**config.mk**
```make
export PLATFORM = sky130hd
export DESIGN_NAME = casc_count4
export DESIGN_NICKNAME = d
export VERILOG_FILES = /design/src/rtl/casc_count4_pkg.sv /design/src/rtl/casc_count4_mode.sv /design/src/rtl/casc_count4_reg.sv /design/src/rtl/casc_count4_term.sv /design/src/rtl/casc_count4.sv
export SDC_FILE = /design/constraint.sdc
export NUM_CORES = 1
export LEC_CHECK = 0
export ABC_AREA = 1
export BUFFER_PORTS_ARGS = -buffer_cell sky130_fd_sc_hd__buf_2
export CAP_MARGIN = 20
export CORE_AREA = 2 2 39 41
export CTS_BUF_LIST = sky130_fd_sc_hd__clkbuf_8
export CTS_CLUSTER_SIZE = 28
export DETAILED_ROUTE_END_ITERATION = 10
export DIE_AREA = 0 0 41 43
export SYNTH_ARGS = -nofsm -noshare
export SYNTH_HDL_FRONTEND = slang
export SYNTH_HIERARCHICAL = 1
export SYNTH_SLANG_ARGS = --single-unit
```
**constraint.sdc**
```tcl
create_clock -name clk -period 2.05 [get_ports clk]
set_input_delay 0.3075 -clock clk [delete_from_list [all_inputs] [get_ports clk]]
set_output_delay 0.3075 -clock clk [all_outputs]
set_load 0.02 [all_outputs]
```
**src/rtl/casc_count4_pkg.sv**
```systemverilog
package casc_count4_pkg;

    localparam int CNT_W = 4;

    typedef logic [CNT_W-1:0] cnt_t;

    localparam cnt_t DEC_LAST = cnt_t'(9);
    localparam cnt_t BIN_LAST = '1;

    // Modes in order of precedence.
    typedef enum logic [1:0] {
        MODE_CLR   = 2'd0,
        MODE_LOAD  = 2'd1,
        MODE_COUNT = 2'd2,
        MODE_HOLD  = 2'd3
    } mode_e;

    typedef struct packed {
        logic clr_n;
        logic load_n;
        logic en_par;
        logic en_trk;
    } ctl_t;

    function automatic cnt_t last_of(input bit dec);
        return dec ? DEC_LAST : BIN_LAST;
    endfunction

    // One enabled step. In decade mode any value at or above 9 wraps to 0.
    function automatic cnt_t cnt_step(input cnt_t q, input bit dec);
        if (dec && (q >= DEC_LAST))
            return '0;
        return q + cnt_t'(1);
    endfunction

    function automatic mode_e pick_mode(input ctl_t c);
        if (!c.clr_n)
            return MODE_CLR;
        if (!c.load_n)
            return MODE_LOAD;
        if (c.en_par && c.en_trk)
            return MODE_COUNT;
        return MODE_HOLD;
    endfunction

endpackage

```
**src/rtl/casc_count4_mode.sv**
```systemverilog
module casc_count4_mode
    import casc_count4_pkg::*;
#(
    parameter bit DECADE = 1'b1
) (
    input  ctl_t ctl,
    input  cnt_t data_in,
    input  cnt_t q,
    output cnt_t d
);

    mode_e mode;

    always_comb begin
        mode = pick_mode(ctl);
        unique case (mode)
            MODE_CLR:   d = '0;
            MODE_LOAD:  d = data_in;
            MODE_COUNT: d = cnt_step(q, DECADE);
            default:    d = q;
        endcase
    end

endmodule

```
**src/rtl/casc_count4_reg.sv**
```systemverilog
module casc_count4_reg
    import casc_count4_pkg::*;
#(
    parameter bit ASYNC_CLR = 1'b1
) (
    input  logic clk,
    input  logic clr_n,
    input  cnt_t d,
    output cnt_t q
);

    generate
        if (ASYNC_CLR) begin : g_async
            always_ff @(posedge clk or negedge clr_n) begin
                if (!clr_n)
                    q <= '0;
                else
                    q <= d;
            end
        end else begin : g_sync
            always_ff @(posedge clk) begin
                q <= clr_n ? d : '0;
            end
        end
    endgenerate

endmodule

```
**src/rtl/casc_count4_term.sv**
```systemverilog
module casc_count4_term
    import casc_count4_pkg::*;
#(
    parameter bit DECADE = 1'b1
) (
    input  cnt_t q,
    input  logic en_trk,
    output logic tc
);

    localparam cnt_t LAST = last_of(DECADE);

    always_comb tc = en_trk && (q == LAST);

endmodule

```
**src/rtl/casc_count4.sv**
```systemverilog
module casc_count4
    import casc_count4_pkg::*;
#(
    parameter bit DECADE    = 1'b1,
    parameter bit ASYNC_CLR = 1'b1
) (
    input  logic       clk,
    input  logic       clr_n,
    input  logic       load_n,
    input  logic [3:0] data_in,
    input  logic       en_par,
    input  logic       en_trk,
    output logic [3:0] count,
    output logic       carry_out
);

    ctl_t ctl;
    cnt_t d_next;
    cnt_t q_cur;

    always_comb begin
        ctl.clr_n  = clr_n;
        ctl.load_n = load_n;
        ctl.en_par = en_par;
        ctl.en_trk = en_trk;
    end

    casc_count4_mode #(.DECADE(DECADE)) u_mode (
        .ctl     (ctl),
        .data_in (data_in),
        .q       (q_cur),
        .d       (d_next)
    );

    casc_count4_reg #(.ASYNC_CLR(ASYNC_CLR)) u_reg (
        .clk   (clk),
        .clr_n (clr_n),
        .d     (d_next),
        .q     (q_cur)
    );

    casc_count4_term #(.DECADE(DECADE)) u_term (
        .q      (q_cur),
        .en_trk (en_trk),
        .tc     (carry_out)
    );

    assign count = q_cur;

endmodule

```
==> run metrics, run 1 <==
hold-fix buffers at CTS=1; drt drc=0; synthesized flop and latch total=4; I/O Pins=14; nets=75; Clock Skew=3.535 ps; detailed placement HPWL=597.7 um; CP max stage cell=dfrtp_1; Port Buffers=13; worst skew pair latency=220 ps; CP Buf/Inv Count=1; initial antenna violation count=0; pwr dens=678.6 nW/um^2; Initial Util=24.14%; Final Worst Setup Slack=687.1 ps; crit path DAT=1060 ps; Largest delay share family, worst path=flip-flops; clock-pin slew on the worst setup and hold paths=30 ps; CTS tree=done; Worst EP required=1740 ps; WL met1=324 um; H-tree depth=1; die width=41 um; Pleak=0.2416 nW; register with the highest flop count=u_reg/q; Netlist cell types=13; Via Count=364; WS Path Type=reg -> out; FILL cells=145; maximum vdd drop=383.6 uV; slowest stage delay, CP=470 ps; maximum net fanout on the critical path=8; Setup TNS=0 ps; Worst Setup End Kind=primary output; Max-cap violations=0; Starting DRT DRC Count=19; met2 wire len=421 um; most frequent cells in the layout=buf_2 (13), nand3_1 (13), nand2_1 (9); unrepaired setup endpoints after global routing=no; critical path startpoint category=flip-flop; Chip Height=43 um; Post-CTS Setup Inserts=0; first-pass GRT wire length=1400 um; post_cts resized=0; row count=14; Congestion Overflow GR=0; DP Worst Slack=839.8 ps; YS warnings=6; DRT antenna net count=0; vias in the first global route=345; Clock Sink Count=4; Final Slew Violations=0; max reg flops=4; Initial DRT Pass Iterations=5; top layer in use=met4; Syn Std Cell Area=334.1 sq um; syn_area_per_cell=7.593 sq um; wire length per cell=10.17 um; DRT Wirelength=783 um; achievable clock frequency=733.7 MHz; Cells after Synth=44; Final min period=1363 ps; sequential share of the synthesized area=29.96%; largest net degree at the start of global routing=10; DR WL met3=33 um; Worst Tran Pin Value=253.3 ps; ant diodes=0; CTS Buf Count=3; Tcrit/Tclk final=66.48%; global placement routability congestion=0.7876; biggest regs=u_reg/q (4); Root Driver=clkbuf_8; Post-Syn Nets=56; min-delay worst type=in -> reg; worst rel slew slack=83.11%; final hold violations=0; Final Setup Violations=0; Clock Path Buffers=2; critical path, cell by cell=nand2_1 -> nor2_2 -> buf_2; fraction of layout cells with a size suffix above 1=36.07%; die area=1763 sq um; core area=1384 sq um; area delta synth->final=40.82%; Via density=4.727; GRT Total Usage=12.39%; status=finished clean
Yosys cell counts, drive strengths merged:
cell type	instances	area share, %
dfrtp	4	30
a21oi	1	4.9
nand3	14	22
xor2	1	2.6
inv	6	6.7
nor2	3	6.4
nand4	1	1.9
nand2	11	14
ha	3	11
power by group:
part           switching [mW]  internal, mW  total [mW]
clock network          0.0415         0.125       0.167
logic                  0.0343        0.0230      0.0573
registers              0.0105        0.0848      0.0953
total                  0.0863         0.233       0.319
path summary, 6_finish.rpt:
check,start,to,slack [ps],cells past startpoint
worst max-delay path,u_reg/q[0],carry_out,690,3
worst min-delay path,data_in[0],u_reg/q[0],350,3
worst max register to register,u_reg/q[0],u_reg/q[3],840,6
worst min register to register,u_reg/q[1],u_reg/q[1],640,2
max in group asynchronous,clr_n,u_reg/q[2],1410,2
min in group asynchronous,clr_n,u_reg/q[0],470,2
routing by layer:
layer | track usage (%) | up-vias
met5 | 0 | -
met4 | 8.000 | 0
met3 | 6.283 | 2
met2 | 16.25 | 11
met1 | 15.26 | 172
li1 | - | 179
through the flow:
stage | hold WS (ps) | util [%] | instance area [sq um] | std cells | power [mW]
4_1_cts | 341.8 | 34.00 | 470.5 | 77 | 0.3282
5_1_grt | 350.1 | 34.00 | 470.5 | 77 | 0.3450
6_report | 348.3 | 34.00 | 470.5 | 77 | 0.3193
3_3_place_gp | 152.6 | 30.29 | 419.2 | 73 | 0.1505
2_1_floorplan | 11.91 | - | 334.1 | 44 | 0.1273
3_5_place_dp | 154.2 | 30.29 | 419.2 | 73 | 0.1524
layout make-up:
cell class                      count  area [sq um]  area share, %
Clock buffer                        3         41.29          8.777
Sequential cell                     4         100.1          21.28
Tap cell                           16         20.02          4.255
Inverter                            6         22.52          4.787
Timing Repair Buffer               14         75.07          15.96
Multi-Input combinational cell     34         211.5          44.95
worst reg2reg max path, cell delays in order (launching register included):
cell	delay, ps
dfrtp_1	470
inv_1	100
ha_1	200
nand2_1	70
nand2_2	70
nand3_1	100
nand3_1	70
cells by family after synthesis:
family,synth area share (%)
flip-flops,29.96
buffers and inverters,6.741
adder cells (fa/ha/maj),11.24
XOR/XNOR,2.622
AND/OR/NAND/NOR,44.57
AO/OA/AOI/OAI,4.870
No activity file was read; power rests on OpenSTA's default activity.
==> inputs of run 2 (changes only) <==
- ABC_AREA: 1 -> 0
- clock period: 2.05 -> 1.35 ns (I/O delays scaled with it)
==> run 2 against run 1 <==
- the flow now finishes with violations (setup timing)
- cell area is 9.8% higher
- hold slack got worse by 70 ps
- sequential share of layout area is 1.4 points lower
- routed wire length increased by 15%
- register-to-register slack worse by 1000 ps
- first-iteration DRC count shrank 53%
- clock-buffer cell count is the same
- via count rose by 6.0%
- worst setup slack worse by 850 ps
- critical endpoint is now u_reg/q[0]
==> run metrics, run 2 <==
pwr dens=1023 nW/um^2 (+51%); Congestion Overflow GR=0 (unchanged); biggest regs=u_reg/q (4); Worst EP required=1470 ps (-270 ps); Cells after Synth=38 (-14%); Worst Setup End Kind=flip-flop; DRT antenna net count=0 (unchanged); most common cell after layout, fill and taps aside=buf_2; fraction of layout cells with a size suffix above 1=50.00% (+14 points); critical path startpoint category=flip-flop; Post-synth EDFFs=0 (unchanged); Port Buffers=13 (unchanged); maximum net fanout on the critical path=4 (-4); Final Setup Violations=4 (+4); count leader, synth=o21ai_0; Via density=5.079 (+7.4%); drt drc=0 (unchanged); CP Buf/Inv Count=0 (-1); I/O Pins=14 (unchanged); Max-cap violations=0 (unchanged); detailed placement HPWL=703.5 um (+18%); slowest stage delay, CP=420 ps (-50 ps); max reg flops=4 (unchanged); wire length per cell=11.89 um (+17%); maximum vdd drop=273.7 uV (-29%); row count=14 (unchanged); initial antenna violation count=0 (unchanged); Via Count=386 (+6.0%); largest area contributor in the netlist=dfrtp_1; share of the synthesized area in the top cell type=30.77% (+0.81 points); DRT Wirelength=904 um (+15%); area delta synth->final=58.85%; largest net degree at the start of global routing=9 (-1); Clock Skew=0.5272 ps (-3.007 ps); Tcrit/Tclk final=112.2%; Setup TNS=-519.5 ps (-519.5 ps); Largest delay share family, worst path=flip-flops; CTS Buf Count=3 (unchanged); Netlist cell types=18 (+5); total power=0.5288 mW (+66%); Main synth FF type=dfrtp_1; worst rel slew slack=83.15% (about the same); H-tree depth=1 (unchanged); Final Slew Violations=0 (unchanged); Chip Height=43 um (unchanged); critical path, cell by cell=ha_2 -> or3b_4 -> a211o_1 -> a31oi_1; Clock Path Buffers=2 (unchanged); final hold violations=0 (unchanged); Initial Util=23.51% (-0.63 points); CP max stage cell=dfrtp_2; Worst Tran Pin Value=252.7 ps (-0.5553 ps); CTS tree=done; sequential share of the synthesized area=30.77% (+0.81 points); worst skew pair latency=210 ps (about the same); clock-pin slew on the worst setup and hold paths=30 ps (about the same); status=complete, but fails checks; core area=1384 sq um (unchanged); failing checks=setup timing; Initial DRT Pass Iterations=3 (-2); syn_area_per_cell=8.561 sq um (+13%); Clock Sink Count=4 (unchanged); Synth async-reset ratio=100.0% (unchanged); Root Driver=clkbuf_8; min-delay worst type=in -> reg; die area=1763 sq um (unchanged); unrepaired setup endpoints after global routing=yes; Finished Core Util=37.34% (+3.3 points); Post-Syn Nets=50 (-11%); Starting DRT DRC Count=9 (-10); register with the highest flop count=u_reg/q; achievable clock frequency=660.5 MHz; GRT Total Usage=12.95% (+0.57 points); vias in the first global route=384 (+11%); Final min period=1514 ps; nets=74 (-1.3%); first-pass GRT wire length=1497 um (+6.9%); crit path DAT=1640 ps (+580 ps); Pleak=0.2520 nW (+4.3%); ant diodes=0 (unchanged); die width=41 um (unchanged); commonest cells in the netlist=o21ai_0 (6), nor2_1 (5), dfrtp_1 (4); WS Path Type=reg -> reg; synthesized flop and latch total=4 (unchanged); global placement routability congestion=0.7858 (-0.23%); Syn Std Cell Area=325.3 sq um (-2.6%); YS warnings=6 (unchanged); ranking of synthesized cells by area=dfrtp_1 (31%), ha_1 (12%), o21ai_0 (9.2%), o221a_2 (6.9%), nor2_1 (5.8%); most frequent cells in the layout=buf_2 (12), o21ai_0 (6), buf_4 (5), nor2_1 (5), clkbuf_8 (3); Final Worst Setup Slack=-164.0 ps (-851.2 ps)
==> run 2: worst paths after layout <==
check / from / endpoint / slack, ps / depth (start not counted)
worst max-delay path: u_reg/q[0] / u_reg/q[0] / -160 / 4
min in group asynchronous: clr_n / u_reg/q[3] / 440 / 2
max in group asynchronous: clr_n / u_reg/q[0] / 720 / 2
worst min-delay path: load_n / u_reg/q[0] / 280 / 2
worst max register to register: u_reg/q[0] / u_reg/q[0] / -160 / 4
worst min register to register: u_reg/q[1] / u_reg/q[1] / 670 / 2
==> run 2: cells by family (layout without fill, tap and decap cells) <==
| group | count (synthesis) | after routing | share of synthesized area (%) |
|---|---|---|---|
| adders and majority gates | 3 | 3 | 11.54 |
| and+or+nand+nor | 13 | 13 | 22.31 |
| AOI/OAI and AO/OA | 15 | 15 | 31.92 |
| buffers and inverters | 3 | 25 | 3.461 |
| DFF | 4 | 4 | 30.77 |
==> run 2: metal layers <==
layer  routed length [um]  vias to the layer above  part of all wire [%]  GRT usage (%)
li1                     -                      193                     -              -
met1                  386                      183                    43          14.15
met2                  459                       10                    51          20.00
met3                   58                        0                   6.4          1.571
met4                    0                        0                     0          12.00
met5                    0                        -                     0              0
==> run 2: stage by stage <==
stage	instance area (sq um)	hold WS [ps]	setup slack, ps	std cells
floorplan	336.6	-93.09	-195.6	38
global placement	451.7	49.24	-146.2	71
detailed placement	451.7	52.61	-160.7	71
CTS	516.7	279.1	-169.5	76
global route	516.7	303.8	-243.5	76
finish	516.7	278.6	-164.0	76
==> run 2: layout make-up <==
type / count / area (sq um)
Tap cell: 16 / 20.02
Inverter: 3 / 11.26
Multi-Input combinational cell: 31 / 222.7
Sequential cell: 4 / 102.6
Clock buffer: 3 / 41.29
Timing Repair Buffer: 19 / 118.9
Fill cell: 156 / 867.1
==> run 2: power by group <==
group / switching (mW) / leakage, nW / internal, mW
combinational: 0.0727 / 0.181 / 0.0654
sequential: 0.0113 / 0.0498 / 0.131
clock: 0.0583 / 0.0216 / 0.190
==> run 2: worst reg2reg max path: cells and delay by family, from the launching register on <==
kind,cells,cell delay [ps]
adders and majority gates,1,180
DFF,1,420
and+or+nand+nor,1,410
AOI/OAI and AO/OA,2,410
==> run 2: timing repair <==
item                                    CTS  global route
endpoints found under the setup margin    5             5
buffers inserted                          1             0
gates resized for setup                   2             0
hold endpoints to repair                  4             0
hold buffers                              1             0
pin swaps                                 2             1
==> inputs of run 3 (changes only) <==
- CELL_PAD_IN_SITES_DETAIL_PLACEMENT: not set -> 1
- CELL_PAD_IN_SITES_GLOBAL_PLACEMENT: not set -> 1
- PLACE_DENSITY_LB_ADDON: not set -> 0.1
- SYNTH_HIERARCHICAL: 1 -> not set
==> run 3 against run 2 <==
- the flow still finishes with violations (setup timing)
- first-iteration DRC count down 78%
- core utilization down 0.27 points
- hold slack worse by 11 ps
- power down 0.81%
- sequential cell count unchanged
- critical path type unchanged
==> run metrics, run 3 <==
status=complete, but fails checks; failing checks=setup timing; synthesized flop and latch total=4 (unchanged); Chip Height=43 um (unchanged); syn_area_per_cell=9.126 sq um (+6.6%); design area=513.0 sq um (-0.73%); GRT Total Usage=12.55% (-0.40 points); Starting DRT DRC Count=2 (-7); Synth async-reset ratio=100.0% (unchanged); Port Buffers=13 (unchanged); Multi-input gate area=226.5 sq um (+1.7%); Root Driver=clkbuf_8; die width=41 um (unchanged); row count=14 (unchanged); crit path DAT=1690 ps (+50 ps); Initial DRT Pass Iterations=4 (+1); Post-Syn Nets=46 (-8.0%); nets=68 (-8.1%); wire length per cell=13.56 um (+14%); ant diodes=0 (unchanged); achievable clock frequency=652.6 MHz (-1.2%); Syn Std Cell Area=310.3 sq um (-4.6%); Clock Path Buffers=2 (unchanged); Worst Tran Pin Value=243.3 ps (-9.421 ps); max reg flops=4 (unchanged); CTS Buf Count=3 (unchanged); Post-synth EDFFs=0 (unchanged); Clock Skew=2.111 ps (+1.583 ps); core area=1384 sq um (unchanged); global placement routability congestion=0.6809 (-13%); die area=1763 sq um (unchanged); Final min period=1532 ps (+18.39 ps); commonest cells in the netlist=nand2_1 (5), dfrtp_1 (4), ha_1 (3); critical path startpoint category=flip-flop; H-tree depth=1 (unchanged); maximum vdd drop=395.3 uV (+44%); Worst Setup End Kind=flip-flop; detailed placement HPWL=735.2 um (+4.5%); clock-pin slew on the worst setup and hold paths=40 ps (about the same); pwr dens=1022 nW/um^2 (about the same); Netlist cell types=19 (+1); initial antenna violation count=0 (unchanged); min-delay worst type=in -> reg; drt drc=0 (unchanged); share of the synthesized area in the top cell type=32.26% (+1.5 points); vias in the first global route=338 (-12%); CTS tree=done; worst skew pair latency=220 ps (about the same); total power=0.5245 mW (-0.81%); worst reg-to-reg path cell count=6 (+2); maximum net fanout on the critical path=4 (unchanged); count leader, synth=nand2_1; Via Count=341 (-12%); Main synth FF type=dfrtp_1; fraction of layout cells with a size suffix above 1=58.18% (+8.2 points); FILL cells=169 (+8.3%); most frequent cells in the layout=buf_2 (12), nand2_1 (5), buf_4 (4); Via density=4.803 (-5.4%); Final Setup Violations=5 (+1); sequential standard cell area=102.6 sq um (unchanged); Worst EP required=1500 ps (+30 ps); Hold Path Stages=2 (unchanged); YS warnings=0 (-6); Setup TNS=-530.6 ps (-11.08 ps); Max-cap violations=0 (unchanged); Cell Area, Placed=429.2 sq um (-5.0%); unrepaired setup endpoints after global routing=yes; worst rel slew slack=83.63% (+0.48 points); DRT Wirelength=963 um (+6.5%); largest net degree at the start of global routing=10 (+1); Tcrit/Tclk final=113.5% (+1.4 points); Final Worst Setup Slack=-182.4 ps (-18.39 ps); WS Path Type=reg -> reg; Clock Sink Count=4 (unchanged); final hold violations=0 (unchanged); sequential share of the synthesized area=32.26% (+1.5 points); DRT antenna net count=0 (unchanged); register with the highest flop count=u_reg.q; biggest regs=u_reg.q (4); Congestion Overflow GR=0 (unchanged); Pleak=0.2361 nW (-6.3%); Finished Core Util=37.07% (-0.27 points); first-pass GRT wire length=1455 um (-2.8%); Cells after Synth=34 (-11%); largest area contributor in the netlist=dfrtp_1; Final Slew Violations=0 (unchanged); area delta synth->final=65.32%; Initial Util=22.42% (-1.1 points); Fin Hold WS=267.7 ps (-10.90 ps); I/O Pins=14 (unchanged); ranking of synthesized cells by area=dfrtp_1 (32%), ha_1 (12%), nand2_1 (6.0%), o31a_1 (5.6%), a31oi_1 (4.0%); most common cell after layout, fill and taps aside=buf_2
run 3: cell count changes after synthesis, sizes merged, moves of 2 or more:
cell | before | now
nor2 | 5 | 0
o21ai | 6 | 1
nand2 | 2 | 5
nand4b | 2 | 0
nor2b | 0 | 2
o31a | 0 | 2
run 3: worst max-delay path: stages, from the launching register on:
cell,delay (ps)
dfrtp_2,430
inv_2,60
ha_1,120
or3b_4,390
buf_4,150
a211oi_2,170
o31a_1,150
run 3: power by group:
part | internal [mW] | leakage, nW | switching (mW)
combinational | 0.0589 | 0.159 | 0.0614
clock | 0.195 | 0.0269 | 0.0711
sequential | 0.129 | 0.0498 | 0.00920
total | 0.383 | 0.236 | 0.142
run 3: area by class of cell:
cell class	count	share of cell area [%]
multi-input combinational	27	44.15
timing repair buffer	18	21.71
sequential	4	20.00
clock buffer	3	8.049
tap	16	3.902
inverter	2	1.463
clock inverter	1	0.7317
run 3: logic make-up (layout without fill, tap and decap cells):
| logic type | Yosys count | in the layout | synth area share [%] |
|---|---|---|---|
| AOI/OAI and AO/OA | 11 | 11 | 26.61 |
| DFF | 4 | 4 | 32.26 |
| buffers and inverters | 3 | 24 | 3.629 |
| xor gates and xnor gates | 1 | 1 | 2.823 |
| and+or+nand+nor | 12 | 12 | 22.58 |
| adders and majority gates | 3 | 3 | 12.10 |
run 3: worst paths after layout:
check                                 from         end  slack [ps]
worst max-delay path            u_reg.q[0]  u_reg.q[2]        -180
worst min-delay path            data_in[1]  u_reg.q[1]         270
worst max register to register  u_reg.q[0]  u_reg.q[2]        -180
worst min register to register  u_reg.q[2]  u_reg.q[0]         710
max in group asynchronous            clr_n  u_reg.q[0]         830
min in group asynchronous            clr_n  u_reg.q[1]         350
run 3: per-stage QoR:
| stage | setup slack [ps] | instances |
|---|---|---|
| after CTS | -182.4 | 70 |
| after global placement | -179.8 | 65 |
| final | -182.4 | 71 |
| after detailed placement | -181.4 | 65 |
| after global routing | -280.2 | 71 |
| after floorplan | -186.6 | 34 |
run 3: per-layer routing:
layer | global-route usage (%) | share of wire [%]
met1 | 16.40 | 45
met2 | 17.50 | 51
met3 | 3.141 | 4.6
met4 | 8.000 | 0
met5 | 0 | 0
run 3: repair_timing:
item,CTS,global route
hold buffers,1,0
setup endpoints to repair,5,5
buffers inserted,0,1
hold endpoints to repair,4,0
pin swaps,2,4
gates resized for setup,2,3
